<file path="config.mk">
export PLATFORM = sky130hd
export DESIGN_NAME = emb_sync_decoder
export DESIGN_NICKNAME = d
export VERILOG_FILES = /design/src/rtl/esd_pkg.sv /design/src/rtl/esd_preamble_match.sv /design/src/rtl/esd_status_check.sv /design/src/rtl/esd_timing_gen.sv /design/src/rtl/esd_lock_monitor.sv /design/src/rtl/emb_sync_decoder.sv
export SDC_FILE = /design/constraint.sdc
export NUM_CORES = 1
export LEC_CHECK = 0
export CORE_AREA = 2 2 55 96
export CTS_BUF_LIST = sky130_fd_sc_hd__clkbuf_2 sky130_fd_sc_hd__clkbuf_4 sky130_fd_sc_hd__clkbuf_8
export DETAILED_ROUTE_END_ITERATION = 7
export DIE_AREA = 0 0 57 98
export DONT_BUFFER_PORTS = 1
export GPL_ROUTABILITY_DRIVEN = 0
export GPL_TIMING_DRIVEN = 0
export PLACE_DENSITY_LB_ADDON = 0.3
export SETUP_SLACK_MARGIN = 0.2
export SYNTH_ARGS = -nofsm -noshare
export SYNTH_HDL_FRONTEND = slang
export SYNTH_SLANG_ARGS = --single-unit
</file>
<file path="constraint.sdc">
create_clock -name clk -period 4.35 [get_ports clk]
set_input_delay 0.87 -clock clk [delete_from_list [all_inputs] [get_ports clk]]
set_output_delay 0.87 -clock clk [all_outputs]
set_load 0.005 [all_outputs]
</file>
<file path="src/rtl/esd_pkg.sv">
package esd_pkg;

   typedef enum logic [1:0] {
      PM_IDLE,
      PM_GOT_FF,
      PM_GOT_FF00,
      PM_AT_HDR
   } pm_state_t;

   typedef struct packed {
      logic f;
      logic v;
      logic h;
   } sync_flags_t;

   function automatic logic [3:0] prot_bits(input sync_flags_t fl);
      return {fl.v ^ fl.h, fl.f ^ fl.h, fl.f ^ fl.v, fl.f ^ fl.v ^ fl.h};
   endfunction

endpackage

</file>
<file path="src/rtl/esd_preamble_match.sv">
module esd_preamble_match
   import esd_pkg::*;
(
   input  logic       clk,
   input  logic       rst_n,
   input  logic       byte_en_i,
   input  logic [7:0] byte_i,
   output logic       status_cycle_o
);

   pm_state_t state_q, state_n;

   always_comb begin
      state_n = state_q;
      if (byte_en_i) begin
         unique case (state_q)
            PM_IDLE:     state_n = (byte_i == 8'hFF) ? PM_GOT_FF : PM_IDLE;
            PM_GOT_FF:   state_n = (byte_i == 8'h00) ? PM_GOT_FF00 :
                                   (byte_i == 8'hFF) ? PM_GOT_FF : PM_IDLE;
            PM_GOT_FF00: state_n = (byte_i == 8'h00) ? PM_AT_HDR :
                                   (byte_i == 8'hFF) ? PM_GOT_FF : PM_IDLE;
            PM_AT_HDR:   state_n = (byte_i == 8'hFF) ? PM_GOT_FF : PM_IDLE;
            default:     state_n = PM_IDLE;
         endcase
      end
   end

   always_ff @(posedge clk or negedge rst_n) begin
      if (!rst_n) state_q <= PM_IDLE;
      else        state_q <= state_n;
   end

   assign status_cycle_o = byte_en_i && (state_q == PM_AT_HDR);

   // a disabled cycle leaves the matcher where it was
   assert_gap_hold_R10: assert property (@(posedge clk) disable iff (!rst_n)
      !byte_en_i |=> $stable(state_q));

endmodule

</file>
<file path="src/rtl/esd_status_check.sv">
module esd_status_check
   import esd_pkg::*;
#(
   parameter int ERR_W      = 8,
   parameter bit CHECK_PROT = 1'b1
) (
   input  logic        clk,
   input  logic        rst_n,
   input  logic        status_cycle_i,
   input  logic [7:0]  byte_i,
   output logic        code_ok_o,
   output sync_flags_t flags_o,
   output logic [ERR_W-1:0] err_cnt_o
);

   localparam logic [ERR_W-1:0] ERR_MAX = {ERR_W{1'b1}};

   initial begin
      assert (ERR_W >= 1 && ERR_W <= 32) else $fatal(1, "ERR_W out of range");
   end

   logic prot_ok;
   logic bad_byte;
   logic [ERR_W-1:0] err_q;

   assign flags_o = '{f: byte_i[6], v: byte_i[5], h: byte_i[4]};

   generate
      if (CHECK_PROT) begin : g_strict
         assign prot_ok = (byte_i[3:0] == prot_bits(flags_o));
      end else begin : g_loose
         assign prot_ok = 1'b1;
      end
   endgenerate

   assign bad_byte  = status_cycle_i && !(byte_i[7] && prot_ok);
   assign code_ok_o = status_cycle_i && !bad_byte;

   always_ff @(posedge clk or negedge rst_n) begin
      if (!rst_n)                           err_q <= '0;
      else if (bad_byte && err_q != ERR_MAX) err_q <= err_q + 1'b1;
   end

   assign err_cnt_o = err_q;

   assert_err_saturate_R6: assert property (@(posedge clk) disable iff (!rst_n)
      (err_q == ERR_MAX) |=> (err_q == ERR_MAX));

endmodule

</file>
<file path="src/rtl/esd_timing_gen.sv">
module esd_timing_gen
   import esd_pkg::*;
(
   input  logic        clk,
   input  logic        rst_n,
   input  logic        code_ok_i,
   input  sync_flags_t flags_i,
   input  logic        hs_invert_i,
   input  logic        vs_invert_i,
   output logic        hsync_o,
   output logic        vsync_o,
   output logic        field_o,
   output logic        vs_set_o
);

   logic vs_q, field_q;
   logic vs_set, vs_clr, vs_int, hs_int;

   assign vs_set = code_ok_i && flags_i.v && !vs_q;
   assign vs_clr = code_ok_i && !flags_i.v && !flags_i.h && vs_q;
   assign vs_int = vs_set || (vs_q && !vs_clr);
   assign hs_int = code_ok_i && !flags_i.h;

   always_ff @(posedge clk or negedge rst_n) begin
      if (!rst_n) begin
         vs_q    <= 1'b0;
         field_q <= 1'b0;
      end else begin
         vs_q <= vs_int;
         if (vs_set) field_q <= flags_i.f;
      end
   end

   assign hsync_o  = hs_int ^ hs_invert_i;
   assign vsync_o  = vs_int ^ vs_invert_i;
   assign field_o  = field_q;
   assign vs_set_o = vs_set;

   assert_hs_from_sav_R3: assert property (@(posedge clk) disable iff (!rst_n)
      (hsync_o ^ hs_invert_i) |-> (code_ok_i && !flags_i.h));

   assert_vs_fall_on_sav_R4: assert property (@(posedge clk) disable iff (!rst_n)
      $fell(vs_q) |-> $past(code_ok_i && !flags_i.v && !flags_i.h));

   assert_field_only_at_vbl_R5: assert property (@(posedge clk) disable iff (!rst_n)
      !$stable(field_q) |-> $rose(vs_q));

endmodule

</file>
<file path="src/rtl/esd_lock_monitor.sv">
module esd_lock_monitor #(
   parameter int LOCK_FIELDS = 4,
   parameter int LINE_BYTES  = 1716,
   parameter int LINE_CNT_W  = 8
) (
   input  logic                  clk,
   input  logic                  rst_n,
   input  logic                  byte_en_i,
   input  logic                  code_ok_i,
   input  logic                  vs_set_i,
   input  logic                  f_new_i,
   input  logic                  f_prev_i,
   input  logic [LINE_CNT_W-1:0] tmo_lines_i,
   output logic                  locked_o
);

   localparam int RUN_W  = $clog2(LOCK_FIELDS + 1);
   localparam int BYTE_W = $clog2(LINE_BYTES);
   localparam logic [BYTE_W-1:0]     LAST_BYTE = BYTE_W'(LINE_BYTES - 1);
   localparam logic [RUN_W-1:0]      RUN_TOP   = RUN_W'(LOCK_FIELDS);
   localparam logic [LINE_CNT_W-1:0] LINES_MAX = {LINE_CNT_W{1'b1}};

   initial begin
      assert (LOCK_FIELDS >= 1) else $fatal(1, "LOCK_FIELDS must be positive");
      assert (LINE_BYTES >= 2)  else $fatal(1, "LINE_BYTES must be at least 2");
      assert (LINE_CNT_W >= 1)  else $fatal(1, "LINE_CNT_W must be positive");
   end

   logic [BYTE_W-1:0]     bytes_q, bytes_n;
   logic [LINE_CNT_W-1:0] lines_q, lines_n;
   logic [RUN_W-1:0]      run_q, run_n;
   logic                  locked_q, locked_n;
   logic                  tmo_hit;

   always_comb begin
      bytes_n = bytes_q;
      lines_n = lines_q;
      if (code_ok_i) begin
         bytes_n = '0;
         lines_n = '0;
      end else if (byte_en_i) begin
         if (bytes_q == LAST_BYTE) begin
            bytes_n = '0;
            if (lines_q != LINES_MAX) lines_n = lines_q + 1'b1;
         end else begin
            bytes_n = bytes_q + 1'b1;
         end
      end
   end

   assign tmo_hit = (tmo_lines_i != '0) && (lines_n >= tmo_lines_i);

   always_comb begin
      run_n    = run_q;
      locked_n = locked_q;
      if (tmo_hit) begin
         run_n    = '0;
         locked_n = 1'b0;
      end else if (vs_set_i) begin
         if (run_q == '0 || f_new_i != f_prev_i) begin
            run_n = (run_q == RUN_TOP) ? run_q : run_q + 1'b1;
         end else begin
            run_n    = RUN_W'(1);
            locked_n = 1'b0;
         end
         if (run_n >= RUN_TOP) locked_n = 1'b1;
      end
   end

   always_ff @(posedge clk or negedge rst_n) begin
      if (!rst_n) begin
         bytes_q  <= '0;
         lines_q  <= '0;
         run_q    <= '0;
         locked_q <= 1'b0;
      end else begin
         bytes_q  <= bytes_n;
         lines_q  <= lines_n;
         run_q    <= run_n;
         locked_q <= locked_n;
      end
   end

   assign locked_o = locked_q;

   assert_lock_rise_at_vbl_R7: assert property (@(posedge clk) disable iff (!rst_n)
      $rose(locked_q) |-> $past(vs_set_i));

   assert_lock_fall_cause_R8: assert property (@(posedge clk) disable iff (!rst_n)
      $fell(locked_q) |-> $past(vs_set_i || (tmo_lines_i != '0 && !code_ok_i)));

endmodule

</file>
<file path="src/rtl/emb_sync_decoder.sv">
module emb_sync_decoder
   import esd_pkg::*;
#(
   parameter int ERR_W       = 8,
   parameter int LOCK_FIELDS = 4,
   parameter int LINE_BYTES  = 1716,
   parameter int LINE_CNT_W  = 8,
   parameter bit CHECK_PROT  = 1'b1
) (
   input  logic                  clk,
   input  logic                  rst_n,
   input  logic                  byte_en_i,
   input  logic [7:0]            byte_i,
   input  logic                  hs_invert_i,
   input  logic                  vs_invert_i,
   input  logic [LINE_CNT_W-1:0] lock_timeout_lines_i,
   output logic                  hsync_o,
   output logic                  vsync_o,
   output logic                  field_o,
   output logic [ERR_W-1:0]      code_err_cnt_o,
   output logic                  locked_o
);

   logic        status_cycle;
   logic        code_ok;
   sync_flags_t flags;
   logic        vs_set;
   logic        field_cur;

   esd_preamble_match u_match (
      .clk            (clk),
      .rst_n          (rst_n),
      .byte_en_i      (byte_en_i),
      .byte_i         (byte_i),
      .status_cycle_o (status_cycle)
   );

   esd_status_check #(
      .ERR_W      (ERR_W),
      .CHECK_PROT (CHECK_PROT)
   ) u_check (
      .clk            (clk),
      .rst_n          (rst_n),
      .status_cycle_i (status_cycle),
      .byte_i         (byte_i),
      .code_ok_o      (code_ok),
      .flags_o        (flags),
      .err_cnt_o      (code_err_cnt_o)
   );

   esd_timing_gen u_timing (
      .clk         (clk),
      .rst_n       (rst_n),
      .code_ok_i   (code_ok),
      .flags_i     (flags),
      .hs_invert_i (hs_invert_i),
      .vs_invert_i (vs_invert_i),
      .hsync_o     (hsync_o),
      .vsync_o     (vsync_o),
      .field_o     (field_cur),
      .vs_set_o    (vs_set)
   );

   esd_lock_monitor #(
      .LOCK_FIELDS (LOCK_FIELDS),
      .LINE_BYTES  (LINE_BYTES),
      .LINE_CNT_W  (LINE_CNT_W)
   ) u_lock (
      .clk         (clk),
      .rst_n       (rst_n),
      .byte_en_i   (byte_en_i),
      .code_ok_i   (code_ok),
      .vs_set_i    (vs_set),
      .f_new_i     (flags.f),
      .f_prev_i    (field_cur),
      .tmo_lines_i (lock_timeout_lines_i),
      .locked_o    (locked_o)
   );

   assign field_o = field_cur;

endmodule

</file>
* Yosys cells after proc, flatten, opt, wreduce, memory -nomap -nowiden *
Index checks and enable logic that the tools add are counted.

storage, ports and cells
  register bits = 35
  output and inout port bits = 12
  input bits = 21

cells by class
  add/sub/neg operators = 4
  bitwise operators = 6
  reduce and logical (&&, ||, !) cells = 29
  mux-type cells = 21
  $lt $le $gt $ge = 2
  equal/unequal tests = 11

operator list
  operator               count
  $mux 11                3
  $mux 8                 4
  $mux 3                 6
  $add 8x1->8 const B    2
  $ne 8x8->1 const B     2
  $logic_and 1x1->1      13
  $add 11x1->11 const B  1
  $eq 11x11->1 const B   1
  $eq 8x8->1 const B     1
  $ge 8x8->1             1
  $logic_not 8->1        1
  $reduce_bool 8->1      1
  $logic_not 1->1        6
  $pmux 2 s3             1
  $xor 1x1->1            6
  $mux 1                 5
  $eq 2x2->1 const B     2
  $eq 4x4->1             1
  $mux 2                 2
  $reduce_bool 2->1      2
  $add 3x1->3 const B    1
  $eq 3x3->1 const B     1
  $ge 3x3->1 const B     1
  $logic_not 3->1        1
  other kinds (7)        8

* Depth between registers and ports, before layout *
Gate-level depths: netlist of run 1.

  depth after elaboration = 16
  depth in mapped cells = 14
  mapped depth without buffers = 14

* By module *
From an unflattened synthesis of run 1, not the netlist that was laid out.

unflattened totals
  cell total of the unflattened synthesis = 253
  area, all modules = 2366.0 um^2

by module, submodules not included
  module              area each (um^2)  instances  cells each
  esd_lock_monitor    1550.2            1          174
  esd_status_check    523.0             1          50
  esd_preamble_match  188.9             1          20
  esd_timing_gen      103.8             1          9

* Worst setup path after synthesis of run 1 *
No wires, ideal clock.

  kind = input to register
  from = input byte_i[0]
  to = register u_lock.run_q[0]
  setup time = 96 ps
  arrival time = 3334 ps
  path slack = 920 ps
  buffers on the path = 0
  stages = 10
  cells stage by stage = or2_0 mux4_2 mux2_4 nor2_1 nor2_1 ha_1 a21o_1 a211oi_1 a21oi_1 nor4_2

on the way
  longest elaborated chain between the ends = 10

ends and longest elaborated chain
  what                                         RTL line                text
  start: declaration                           emb_sync_decoder.sv:13  input logic [7:0] byte_i,
  $eq 4x4->1 (*)                               esd_status_check.sv:30  assign prot_ok = (byte_i[3:0] == prot_bits(flags_o));
  $logic_and 1x1->1 (*)                        esd_status_check.sv:36  assign bad_byte = status_cycle_i && !(byte_i[7] && prot_ok);
  $logic_not 1->1 (*)                          esd_status_check.sv:36
  $logic_and 1x1->1 (*)                        esd_status_check.sv:36
  $logic_not 1->1 (*)                          esd_status_check.sv:37  assign code_ok_o = status_cycle_i && !bad_byte;
  $logic_and 1x1->1 (*)                        esd_status_check.sv:37
  $mux 8 (*)                                   esd_lock_monitor.sv:38  if (code_ok_i) begin
  named net u_lock.lines_n[6]                  esd_lock_monitor.sv:30  logic [LINE_CNT_W-1:0] lines_q, lines_n;
  $ge 8x8->1 (*)                               esd_lock_monitor.sv:51  assign tmo_hit = (tmo_lines_i != '0) && (lines_n >= tmo_lines_i);
  $logic_and 1x1->1 (*)                        esd_lock_monitor.sv:51
  $mux 3 or $reduce_bool 2->1 (tied branches)  --
  end signal: assignment                       esd_lock_monitor.sv:79  run_q <= run_n;
  end: declaration                             esd_lock_monitor.sv:31  logic [RUN_W-1:0] run_q, run_n;

Mark *: on every way through the listed nets, which the timed path passes. The rest lies on a longest branch.
A chain may end at the register's enable or synchronous reset.

* Worst setup path after layout of run 1 *
  from = input byte_i[5]
  to = output hsync_o

on the way
  longest elaborated chain between the ends = 10

ends and longest elaborated chain
  what                       RTL line                text
  $xor 1x1->1 (2 in series)  esd_pkg.sv:17           return {fl.v ^ fl.h, fl.f ^ fl.h, fl.f ^ fl.v, fl.f ^ fl.v ^ fl.h};
  $eq 4x4->1 (*)             esd_status_check.sv:30
  $logic_and 1x1->1 (*)      esd_status_check.sv:36
  $logic_not 1->1 (*)        esd_status_check.sv:36
  $logic_and 1x1->1 (*)      esd_status_check.sv:36
  $logic_not 1->1 (*)        esd_status_check.sv:37
  $logic_and 1x1->1 (*)      esd_status_check.sv:37
  $logic_and 1x1->1 (*)      esd_timing_gen.sv:22    assign hs_int = code_ok_i && !flags_i.h;
  $xor 1x1->1 (*)            esd_timing_gen.sv:34    assign hsync_o = hs_int ^ hs_invert_i;
  end: declaration           emb_sync_decoder.sv:17  output logic hsync_o,

Mark *: on every way between the ends. The rest lies on a longest branch, timed or not.

==> metrics, run 1 <==
Min-Delay Path Class=primary input to asynchronous set/reset pin; Power Total=around 0.00075 W; flops & latches, synth=35; Die ar.=between 0.005 and 0.006 mm²; DRC=0; final layout net count=about 300; row count=34; Slew @ Worst Pin=slightly below 0.6 ns; crit-path max FO=9; Core Footprint=0.00485 mm²; clock sink total=35; crit path time final=3.52 ns; H-tree Lvls=2; area delta synth->final=7.31%; CTS Buf Count=5; final count of negative-setup-slack endpoints=0; Fill cells=roughly 460; Crit Reg-Reg Startpoint=u_lock.bytes_q[0]; Seq/Total Area, Yosys=a little under two fifths; drt wl/cell=between 15 and 20 µm; I/O pin cnt=33; drt total wl=approximately 4.7 mm; register clock-pin slew on the reported worst setup and hold paths=around 0.07 ns; Max rail drop VDD=0.000221 V; detailed-route via count=about 1.8k; Syn Nets=~290; Initial DRC Count=14; DP Cell Count=303; clk root buf=clkbuf_8; Final ANT Viol Nets=0; Cell Count, Final, Fillers Out=between 300 and 400; critical path type=primary input to primary output; Synth Area per Inst=between 9 and 10 µm²; Chip Height=98 µm; CTS-repair resized insts=0; CP Launch Type=primary input; Worst Path Required=3.48 ns; reg-to-reg endpoint=u_lock.run_q[0]; Skew-Pair Late Insertion Delay=0.29 ns; Total GRT Usage=between 10% and 20%; hold_buf cts=0; synthesized area=between 0.002 and 0.0025 mm²; synth unique cells=46; largest net degree at the start of global routing=36; DRT Pass-1 Iters=4; overall die width=about 57 µm; count of input and output buffers=0; Final Hold Viols=0; area of the multi-input gates=between 0.001 and 0.0015 mm²; total grt overflow=0; top-count cell post-synth=dfrtp_1; Async S/R FF share, synth=100%; global-route wire length before repair=about 8.2 mm; most frequent cells after synthesis=35 x dfrtp_1, 25 x nor2_1, 19 x inv_1, 18 x ha_1, 17 x nand2_1; worst clock skew=around 0.0034 ns; Worst setup EP type=primary output; vias per cell=roughly 5.8; Critical Path AT=2.65 ns; reg2reg setup slack=between 1 and 1.5 ns; Synth area leaders=dfrtp_1 37%, ha_1 9.6%, xor2_1 4.9%, nor2_1 4.0%, o21ai_0 3.2%; antenna violations before repair=0; CTS tree=done; area leader, netlist=dfrtp_1; ANT cells=0; post-synth top area share=between 30 and 40%; FF-to-FF path depth=12; slew margin rel.=60.4%; area occupied by registers=a little under 900 µm²; # Max-Cap Violations=0; hpwl dp=around 3.6 mm; share of layout cells above drive strength 1=7.39%; post-CTS setup repair buffer count=0; outcome=complete, no violations; initial core utilization=a little under 50%; vias in the first global route=~1.9k; PD cells=297 mW/mm²; Post-Syn Instances=about 250; prevailing post-synth register cell=dfrtp_1; Tcrit/Tclk final=roughly four fifths; static leakage=between 1 and 1.5 nW; RSZ-0062 raised after global routing=no; YS warnings=0; Max Slew Vio Count=0; Peak Freq=between 200 and 300 MHz; Clock Path Buffers=2; number of synthesized flops with an enable pin=0; Post-Route Setup TNS=0 ns
[through the flow]
| stage | instance area (µm²) | hold slack [ns] | util [%] | setup WS, ns |
|---|---|---|---|---|
| after global routing | 2520 | 0.253 | 51.9 | 0.423 |
| after CTS | 2520 | 0.260 | 51.9 | 0.765 |
| after global placement | 2410 | 0.513 | 49.8 | 0.477 |
| after detailed placement | 2410 | 0.511 | 49.8 | 0.476 |
| after floorplan | 2350 | 0.484 | - | 0.920 |
| final | 2520 | 0.268 | 51.9 | 0.830 |
[placed cells by master (no fill, tap or decap), types with 4 or more instances in the layout]
master / instances
dfrtp_1: 35
nor2_1: 25
inv_1: 19
ha_1: 18
nand2_1: 17
o21ai_0: 15
xor2_1: 13
nor2b_1: 9
and3_1: 8
a22o_1: 8
nand4_1: 7
nand3_1: 7
nor3_1: 7
clkbuf_8: 7
mux2i_1: 6
nand2b_1: 4
xnor2_1: 4
a211oi_1: 4
a21oi_1: 4
[where the power goes]
group / total, W / internal (W) / switching (W) / leakage, nW
clock: 0.000267 / 0.000151 / 0.000116 / 0.0549
combinational: 0.0000892 / 0.0000497 / 0.0000395 / 0.669
sequential: 0.000393 / 0.000353 / 0.0000394 / 0.475
[routing by layer]
layer	routed length [µm]	share of wire, %	track usage [%]	vias up
li1	-	-	-	907
met1	1860	39	20.3	875
met2	2630	56	34.0	27
met3	148	3.1	3.31	6
met4	73	1.6	7.69	0
met5	0	0	0	-
[critical path, cell delays in order]
cell and delay, ns:
inv_1 0.12, ha_1 0.27, xor2_1 0.17, a211oi_1 0.32, nand2_1 0.15, nor2_1 0.42, nand2_1 0.14, xnor2_1 0.20
[flip-flops by register name (all words and copies together) (netlist names)]
name and count:
u_check.err_cnt_o 8, u_lock.bytes_q 11, u_lock.lines_q 8, u_lock.locked_o 1, u_lock.run_q 3, u_match.state_q 2, u_timing.field_o 1, u_timing.vs_q 1
[layout make-up]
cell class                      instances  area share (%)
Multi-Input combinational cell        193            55.2
Clock buffer                            8            4.13
Sequential cell                        35            34.8
Inverter                               19            2.83
Buffer                                  2           0.348
Tap cell                               54            2.68
[cells by family (layout without fill, tap and decap cells)]
kind of cell | Yosys count | in the layout | synth area share [%]
mux | 12 | 12 | 6.56
compound gates | 44 | 44 | 13.0
xor+xnor | 17 | 17 | 6.35
fa+ha+maj | 18 | 18 | 9.60
buf+inv | 21 | 29 | 3.41
simple gates | 102 | 102 | 23.8
flops | 35 | 35 | 37.3
[how the worst max path moves through the flow]
stage	depth (start not counted)	endpoint	from
3_3_place_gp	13	u_lock.run_q[0]	byte_i[5]
5_1_grt	13	u_lock.run_q[0]	byte_i[5]
4_1_cts	13	u_lock.run_q[0]	byte_i[5]
6_report	8	hsync_o	byte_i[5]
2_1_floorplan	10	u_lock.run_q[0]	byte_i[0]
3_5_place_dp	13	u_lock.run_q[0]	byte_i[5]
Power figures use the tool's default switching activity.
==> inputs of run 2 (changes only) <==
- clock period: 4.35 -> 3.2 ns (I/O delays scaled with it)
==> metrics, run 2 (synthesis results as in run 1) <==
reg-to-reg endpoint=u_lock.locked_o; area delta synth->final=11.3%; clk root buf=clkbuf_8; critical path type=primary input to primary output; share of layout cells above drive strength 1=12.6% (+5.3 points); drt wl/cell=15.5 µm (+2.2%); worst path cell trace=or2_0 > mux4_2 > mux2_4 > o31ai_1 > xor2_1; Chip Height=98 µm (unchanged); Power Total=0.00110 W (+47%); outcome=complete, no violations; Worst Path Required=2.56 ns (-0.92 ns); Final ANT Viol Nets=0 (unchanged); Clock Path Buffers=2 (unchanged); Post-Route Setup TNS=0 ns (unchanged); hpwl dp=3.59 mm (+0.11%); crit path time final=roughly 3 ns; # Max-Cap Violations=0 (unchanged); Crit Reg-Reg Startpoint=u_lock.bytes_q[0]; most common cell after layout, fill and taps aside=dfrtp_1; hold_buf cts=0 (unchanged); CP Launch Type=primary input; FF-to-FF path depth=13 (+1); overall die width=57 µm (unchanged); crit path max-delay cell type=mux4_2; DRC=0 (unchanged); row count=34 (unchanged); Die ar.=0.00559 mm² (unchanged); met2 wire len=2.62 mm (-0.49%); largest reg by FF count=u_lock.bytes_q; worst clock skew=0.00666 ns (+0.00321 ns); static leakage=1.22 nW (+1.9%); initial core utilization=48.4% (unchanged); CP bufs+invs=0 (-1); drt total wl=4.87 mm (+3.5%); Skew-Pair Late Insertion Delay=0.29 ns (about the same); DRT Pass-1 Iters=4 (unchanged); final count of negative-setup-slack endpoints=0 (unchanged); H-tree Lvls=2 (unchanged); global-route wire length before repair=8.61 mm (+5.1%); RSZ-0062 raised after global routing=no; number of flip-flops in the largest register=11 (unchanged); ANT cells=0 (unchanged); I/O pin cnt=33 (unchanged); crit-path max FO=7 (-2); Final Hold Viols=0 (unchanged); vias per cell=5.84 (+0.14%); CTS Buf Count=5 (unchanged); Total GRT Usage=19.3% (+0.76 points); Worst setup EP type=primary output; Critical Path AT=2.30 ns (-0.35 ns); Peak Freq=between 300 and 400 MHz; final layout net count=299 (+1.4%); Top Family by Delay on Critical Path=multiplexers; antenna violations before repair=0 (unchanged); Tcrit/Tclk final=between 90% and 100%; Max Slew Vio Count=0 (unchanged); Max Used Layer=met4; clock sink total=35 (unchanged); Max rail drop VDD=0.000354 V (+60%); Min-Delay Path Class=primary input to asynchronous set/reset pin; register clock-pin slew on the reported worst setup and hold paths=0.08 ns (about the same); vias in the first global route=2014 (+7.2%); CTS tree=done; total grt overflow=0 (unchanged); most frequent cells in the layout=34 x dfrtp_1, 24 x nor2_1, 19 x inv_1, 17 x nand2_1, 17 x ha_1; Initial DRC Count=33 (+19); Fill cells=451 (-2.8%); count of input and output buffers=0 (unchanged); slew margin rel.=59.1% (-1.2 points); Worst path max stage delay=0.45 ns (+0.03 ns); Metal-1 WL=1.96 mm (+5.7%); PD cells=423 mW/mm² (+42%); Slew @ Worst Pin=0.611 ns (+0.0185 ns); Core Footprint=0.00485 mm² (unchanged); reg2reg setup slack=0.44 ns (-0.72 ns); met3 wire length=205 µm (+39%); largest net degree at the start of global routing=36 (unchanged); detailed-route via count=1841 (+1.4%)
[run 2: cell types whose count changed in the layout (fill, tap and decap cells not counted), sizes merged]
| cell | previous run | this run |
|---|---|---|
| clkbuf | 9 | 6 |
| bufinv | 0 | 1 |
| buf | 1 | 5 |
| clkinv | 0 | 2 |
[run 2: layer usage]
layer | global-route usage (%) | vias to the layer above
met4 | 8.94 | 0
li1 | - | 919
met5 | 0 | -
met3 | 3.97 | 8
met2 | 35.0 | 44
met1 | 20.7 | 870
[run 2: stage by stage]
stage	std cells	hold WS (ns)	utilization [%]	area [µm²]	setup WS, ns
floorplan	249	0.344	-	2350	0.214
detailed placement	303	0.346	49.9	2420	-0.196
global route	315	0.0136	53.8	2610	0.206
CTS	314	0.0247	53.0	2570	0.210
global placement	303	0.346	49.9	2420	-0.157
finish	315	0.0327	53.8	2610	0.258
[run 2: how the worst max path moves through the flow]
| stage | startpoint | endpoint | cells after the start |
|---|---|---|---|
| floorplan | byte_i[0] | u_lock.run_q[0] | 10 |
| global placement | byte_i[5] | u_lock.run_q[0] | 13 |
| detailed placement | byte_i[5] | u_lock.run_q[0] | 13 |
| CTS | byte_i[5] | u_lock.run_q[0] | 12 |
| global route | u_lock.bytes_q[0] | u_lock.run_q[1] | 13 |
| finish | byte_i[0] | vsync_o | 5 |
[run 2: layout make-up]
type,count,area [µm²],area share [%]
inverter,19,71.3,2.73
tap,54,67.6,2.59
buffer,2,8.76,0.336
clock buffer,5,68.8,2.64
multi-input combinational,193,1440,55.3
clock inverter,3,43.8,1.68
sequential,35,877,33.6
timing repair buffer,4,30.0,1.15
[run 2: timing repair]
| item | in CTS | in global routing |
|---|---|---|
| resized for setup | 4 | 8 |
| endpoints found under the setup margin | 4 | 6 |
| pin swaps | 3 | 6 |
| buffers inserted | 3 | 1 |
[run 2: where the power goes]
group,total [W],internal (W),switching (W)
registers,0.000534,0.000481,0.0000531
logic,0.000160,0.0000881,0.0000721
clock network,0.000410,0.000232,0.000178
total,0.00110,0.000801,0.000303
